===== src/rtl/mp_pkg.sv =====
package mp_pkg;
    localparam int DEF_DEPTH = 4;
    localparam int DEF_WIDTH = 8;

    // Event-form rendezvous: upstream holds a new event, downstream has
    // taken the previous one.
    function automatic logic phase_fire(input logic up_phase,
                                        input logic own_phase,
                                        input logic dn_phase);
        return (up_phase != own_phase) && (dn_phase == own_phase);
    endfunction
endpackage


===== src/rtl/mp_celem.sv =====
module mp_celem (
    input  logic up_phase,
    input  logic own_phase,
    input  logic dn_phase,
    output logic fire
);
    always_comb begin
        fire = mp_pkg::phase_fire(up_phase, own_phase, dn_phase);
    end
endmodule


===== src/rtl/mp_stage.sv =====
module mp_stage #(
    parameter int WIDTH = mp_pkg::DEF_WIDTH
) (
    input  logic             clk,
    input  logic             rst_n,
    input  logic             up_phase,
    input  logic [WIDTH-1:0] up_data,
    input  logic             dn_phase,
    output logic             phase,
    output logic [WIDTH-1:0] data
);
    typedef struct packed {
        logic             ph;
        logic [WIDTH-1:0] dat;
    } stage_t;

    stage_t st_d, st_q;
    logic   fire;

    mp_celem celem_i (
        .up_phase (up_phase),
        .own_phase(st_q.ph),
        .dn_phase (dn_phase),
        .fire     (fire)
    );

    always_comb begin
        st_d = st_q;
        if (fire) begin
            st_d.ph  = ~st_q.ph;
            st_d.dat = up_data;
        end
    end

    always_ff @(posedge clk) begin
        if (!rst_n) begin
            st_q <= '0;
        end else begin
            st_q <= st_d;
        end
    end

    assign phase = st_q.ph;
    assign data  = st_q.dat;
endmodule


===== src/rtl/mp_fifo_chain.sv =====
module mp_fifo_chain #(
    parameter int DEPTH = mp_pkg::DEF_DEPTH,
    parameter int WIDTH = mp_pkg::DEF_WIDTH
) (
    input  logic             clk,
    input  logic             rst_n,
    input  logic             in_req,
    input  logic [WIDTH-1:0] in_data,
    output logic             in_ack,
    output logic             out_req,
    output logic [WIDTH-1:0] out_data,
    input  logic             out_ack
);
    localparam int LAST = DEPTH - 1;

    logic             phase_w [DEPTH];
    logic [WIDTH-1:0] data_w  [DEPTH];

    for (genvar i = 0; i < DEPTH; i++) begin : g_stage
        logic             up_ph;
        logic [WIDTH-1:0] up_dat;
        logic             dn_ph;

        if (i == 0) begin : g_head
            assign up_ph  = in_req;
            assign up_dat = in_data;
        end else begin : g_mid_up
            assign up_ph  = phase_w[i-1];
            assign up_dat = data_w[i-1];
        end

        if (i == LAST) begin : g_tail
            assign dn_ph = out_ack;
        end else begin : g_mid_dn
            assign dn_ph = phase_w[i+1];
        end

        mp_stage #(.WIDTH(WIDTH)) stage_i (
            .clk     (clk),
            .rst_n   (rst_n),
            .up_phase(up_ph),
            .up_data (up_dat),
            .dn_phase(dn_ph),
            .phase   (phase_w[i]),
            .data    (data_w[i])
        );
    end

    // One phase flip is both the stage's forward request and its backward acknowledge.
    assign in_ack   = phase_w[0];
    assign out_req  = phase_w[LAST];
    assign out_data = data_w[LAST];
endmodule


===== config.mk =====
export PLATFORM = sky130hd
export DESIGN_NAME = mp_fifo_chain
export DESIGN_NICKNAME = d
export VERILOG_FILES = /design/src/rtl/mp_pkg.sv /design/src/rtl/mp_celem.sv /design/src/rtl/mp_stage.sv /design/src/rtl/mp_fifo_chain.sv
export SDC_FILE = /design/constraint.sdc
export NUM_CORES = 1
export LEC_CHECK = 0
export ABC_AREA = 1
export CORE_MARGIN = 3
export CORE_UTILIZATION = 40
export DETAILED_ROUTE_END_ITERATION = 16
export GPL_ROUTABILITY_DRIVEN = 0
export RECOVER_POWER = 50
export SLEW_MARGIN = 5
export SYNTH_ARGS = -nofsm -noshare
export SYNTH_HDL_FRONTEND = slang
export SYNTH_SLANG_ARGS = --single-unit

===== constraint.sdc =====
create_clock -name clk -period 1.6 [get_ports clk]
set_input_delay 0.32 -clock clk [delete_from_list [all_inputs] [get_ports clk]]
set_output_delay 0.32 -clock clk [all_outputs]
set_load 0.05 [all_outputs]

## Word-level counts from Yosys, hierarchy flattened

Cells that the tools add are included.

| operators by class | value |
|---|---|
| equality and inequality tests | 8 |
| bitwise operators | 4 |
| reduce and logical (&&, ||, !) cells | 4 |

Operators by type and width:

| operator | count |
|---|---|
| equality test 1 bit | 4 |
| logical AND 1 bit | 4 |
| inequality test 1 bit | 4 |
| NOT 1 bit | 4 |

| storage, ports and cells | value |
|---|---|
| flip-flop bits (word level) | 36 |
| input port bits | 12 |
| output and inout bits | 10 |
| logic and storage cells | 24 |

## Longest topological paths before layout

| depth | value |
|---|---|
| depth after elaboration | 2 |
| depth in mapped cells | 8 |
| gate-level depth less buffers | 6 |

## Modules after synthesis

A second synthesis with hierarchy kept.

| second synthesis, totals | value |
|---|---|
| cells, all modules | 260 |
| area, all modules | 1,676.6 µm² |

By module, submodules not included:

| module | times used | cells each | area each (µm²) | sequential area each (µm²) |
|---|---|---|---|---|
| mp_stage | 4 | 56 | 385.4 | 180.2 |
| mp_celem | 4 | 9 | 33.8 | 0.0 |

## Worst setup path before layout

No wires, ideal clock.

| timing | value |
|---|---|
| path kind | reg-to-reg |
| start point | reg g_stage[0].stage_i.st_q (netlist bit g_stage[0].stage_i.phase) |
| end point | reg g_stage[1].stage_i.st_q (netlist bit g_stage[1].stage_i.data[0]) |
| library setup time | 115 ps |
| arrival time | 1,399 ps |
| required time | 1,485 ps |
| path slack | 86 ps |
| stages on the path, launching flop included | 7 |
| buffers on the path | 1 |
| period minus slack after synthesis | 1,514 ps |
| cell sequence | dfxtp_1 > inv_1 > nand2_1 > nand2_2 > buf_6 > a21oi_1 > nor2_1 |

| between the ends | value |
|---|---|
| cells in the longest elaborated chain, start to end | 2 |

RTL lines:

| item | RTL line | text |
|---|---|---|
| start: declaration | mp_stage.sv:17 | `stage_t st_d, st_q;` |
| start signal: assignment | mp_stage.sv:39 | `st_q <= st_d;` |
| inequality test 1 bit | mp_pkg.sv:10 | `return (up_phase != own_phase) && (dn_phase == own_phase);` |
| logical AND 1 bit | mp_pkg.sv:10 |  |
| end signal: assignment | mp_stage.sv:39 |  |
| end: declaration | mp_stage.sv:17 |  |

Every way passes these cells.
A chain may end at the register's enable or synchronous reset.

## Worst setup path after layout

| timing | value |
|---|---|
| start point | reg g_stage[3].stage_i.st_q (netlist bit g_stage[3].stage_i.data[3]) |
| end point | out out_data[3] |

RTL lines:

| item | RTL line | text |
|---|---|---|
| start: declaration | mp_stage.sv:17 |  |
| start signal: assignment | mp_stage.sv:39 |  |
| end: declaration | mp_fifo_chain.sv:11 | `output logic [WIDTH-1:0] out_data,` |

No word-level cell between the ends.

==> results.py <==
metrics = {
    "setup_path": {
        "start_kind": "register",
        "crit_cells": 1,
        "cpMaxStageDelayCell": "clkbuf_1",
        "crit_buf_inv": 1,
        "cp.required_ns": 1.28,
        "cp_max_fo": 2,
        "crit_type": "reg2out",
        "reg2regPathDepth": 6,
        "crit_family": "buffers and inverters",
        "max_stage_delay_ns": 0.47,
        "critPathCaptureType": "primary output",
        "cp_cell_sequence": "clkbuf_1",
        "arrival_ns": 1.08,
    },
    "pwr": {
        "combPwrFrac": 0.256,
        "switchingPower_mw": 0.764,
        "clockPowerShare": 0.276,
        "vdd_drop_max_uv": 480,
        "swShare": 0.322,
        "power.density_nw_per_um2": 1260,
        "finalPower_mw": 2.37,
        "p_int_mw": 1.61,
        "share_seq_of_total_power": 0.468,
        "power.leakage_nw": 0.851,
    },
    "floorplanning": {
        "die_area_um2": 4760,
        "die-width_um": 69.0,
        "fp.dieH_um": 69.0,
        "design.core.area_um2": 3740,
        "core.rowCount": 22,
        "design.portCount": 22,
        "initial_core_util": 0.424,
    },
    "sta": {
        "fin_crit_sh": 0.875,
        "setup_viol_count_final": 0,
        "tightest_slew_ns": 0.615,
        "hold_ws_ns": 0.480,
        "rsz0062_at_grt": "false",
        "slew_viol_final": 0,
        "setup_tns_ns": 0,
        "maxSlewHeadroom": 0.587,
        "skew_ns": 0.00561,
        "hold_viol_final": 0,
        "setup_slack_ns": 0.201,
        "max_freq_mhz": 715,
        "fin_crit_ns": 1.40,
    },
    "run": {
        "max-cap-violations": 0,
    },
    "synthesis": {
        "syn_nets": 237,
        "synth_most_common_cell": "nor2_1",
        "synth-edff-count": 0,
        "synth_warnings": 0,
        "ys_ff_latch": 36,
        "netlist_area_um2": 1590,
        "netlist_top_cells_area": "dfxtp_1 (45%), nor2_1 (11%), nand2_1 (9.0%)",
        "ys_seq_area_frac": 0.454,
        "synth_cell_types": 18,
        "ys_top_cells_by_count": "nor2_1 (48), nand2_1 (38), dfxtp_1 (36)",
        "ys.flop_type": "dfxtp_1",
        "synth_cells": 225,
        "yosysTopAreaCell": "dfxtp_1",
        "ys_async_sr_fraction": 0,
        "post_synth.cell_area_avg_um2": 7.06,
        "synth_top_cell_area_share": 0.454,
    },
    "detailed_routing": {
        "drt_wl_total_um": 2760,
        "drc": 0,
        "drtAntennaViolNets": 0,
        "drt_iter0_drc": 86,
        "dr_total_vias": 1299,
        "first_pass_iters": 4,
        "vias_per_cell": 4.40,
        "wl_per_cell_um": 9.36,
    },
    "clock_network": {
        "holdBufCountCts": 0,
        "cts_buffers": 5,
        "clk_pin_slew_worst_paths_ns": 0.07,
        "post_cts.repair.setup_buffers": 0,
        "cts-resized-gates": 0,
        "cts.sinks": 36,
        "htree_levels": 2,
        "cts_root_buf": "clkbuf_8",
        "clk_latency_ns": 0.28,
        "cts_max_path_buffers": 2,
        "cts_tree": "built",
    },
    "worst_hold_path": {
        "hold_depth": 2,
        "hold_class": "reg2reg",
    },
    "global_routing": {
        "grt_pass1_wl_um": 5060,
        "antenna_found_initial": 0,
        "grt_max_degree": 27,
        "gr-total-overflow": 0,
        "track_usage": 0.129,
        "grt_pass1_vias": 1158,
    },
    "layout": {
        "drive_gt1_frac": 0.0810,
        "area_growth_pct": 18.8,
        "postLayoutCoreUtil": 0.504,
        "fillCellCount": 416,
        "diodes": 0,
        "fin_nets": 258,
    },
    "placed_design": {
        "port-buffer-count": 21,
        "pre_cts_ws_ns": -0.0114,
        "hpwlAfterDp_um": 1880,
    },
    "outcome": {
        "status": "complete, no violations",
    },
}
==> sequential cells by signal, summed over array words and instances, names as in the netlist <==
signal and cells:
g_stage.stage_i.data 32, g_stage.stage_i.phase 4
==> placed cells by master, fill, tap and decap left out <==
master | synthesis | routed
clkdlybuf4s50_1 | 0 | 10
xnor2_4 | 1 | 2
clkbuf_8 | 0 | 6
nand3_1 | 26 | 26
xnor2_1 | 1 | 1
nand2_2 | 2 | 2
clkinvlp_4 | 0 | 1
buf_4 | 2 | 2
nand2_1 | 38 | 38
clkbuf_1 | 2 | 9
nor2_4 | 1 | 1
clkbuf_2 | 0 | 1
o21ai_0 | 8 | 8
buf_12 | 0 | 2
inv_1 | 32 | 32
dlygate4sd3_1 | 0 | 1
a211oi_1 | 1 | 1
a21oi_1 | 20 | 20
dfxtp_2 | 0 | 3
nor2_1 | 48 | 48
dfxtp_1 | 36 | 33
==> metal layers <==
metal,track usage,vias to the layer above,part of all wire
li1,-,736,-
met1,0.158,534,0.50
met2,0.200,23,0.44
met3,0.0510,6,0.047
met4,0.0521,0,0.017
met5,0,-,0
==> power groups by stage <==
stage | Clock, mW | Combinational, mW | Sequential (mW)
after floorplan | 0 | 0.443 | 1.18
after global routing | 0.724 | 0.707 | 1.13
after CTS | 0.683 | 0.634 | 1.11
after global placement | 0 | 0.624 | 1.13
final | 0.653 | 0.607 | 1.11
after detailed placement | 0 | 0.633 | 1.13
==> kinds of logic after synthesis <==
kind of cell,after synthesis,share of synthesized area
DFF,36,0.454
AOI/OAI and AO/OA,29,0.0930
xor gates and xnor gates,3,0.0331
and+or+nand+nor,115,0.300
buffers and inverters,42,0.120
==> per-stage QoR <==
| stage | instances | area, µm² |
|---|---|---|
| after floorplan | 225 | 1590 |
| after global placement | 287 | 1820 |
| after detailed placement | 287 | 1820 |
| after CTS | 295 | 1920 |
| after global routing | 295 | 1890 |
| final | 295 | 1890 |
==> layout make-up <==
| cell class | count | area [µm²] | area share |
|---|---|---|---|
| sequential | 36 | 724 | 0.384 |
| clock inverter | 1 | 7.51 | 0.00398 |
| inverter | 32 | 120 | 0.0637 |
| multi-input combinational | 147 | 688 | 0.365 |
| timing repair buffer | 24 | 200 | 0.106 |
| clock buffer | 7 | 86.3 | 0.0458 |
| tap | 48 | 60.1 | 0.0318 |
==> worst reg2reg max path, delay by kind of cell, from the launching register on <==
family	cells	cell delay (ns)
buffers and inverters	2	0.36
DFF	1	0.48
and+or+nand+nor	4	0.43
==> final timing paths <==
path,startpoint,endpoint,slack (ns)
hold reg to reg,g_stage[1].stage_i.data[5]$_SDFFE_PN0P_,g_stage[1].stage_i.data[5]$_SDFFE_PN0P_,0.48
hold / removal,g_stage[1].stage_i.data[5]$_SDFFE_PN0P_,g_stage[1].stage_i.data[5]$_SDFFE_PN0P_,0.48
setup / recovery,g_stage[3].stage_i.data[3]$_SDFFE_PN0P_,out_data[3],0.20
setup reg to reg,g_stage[2].stage_i.phase$_SDFFE_PN0P_,g_stage[3].stage_i.data[7]$_SDFFE_PN0P_,0.27
Power figures use the tool's default switching activity.
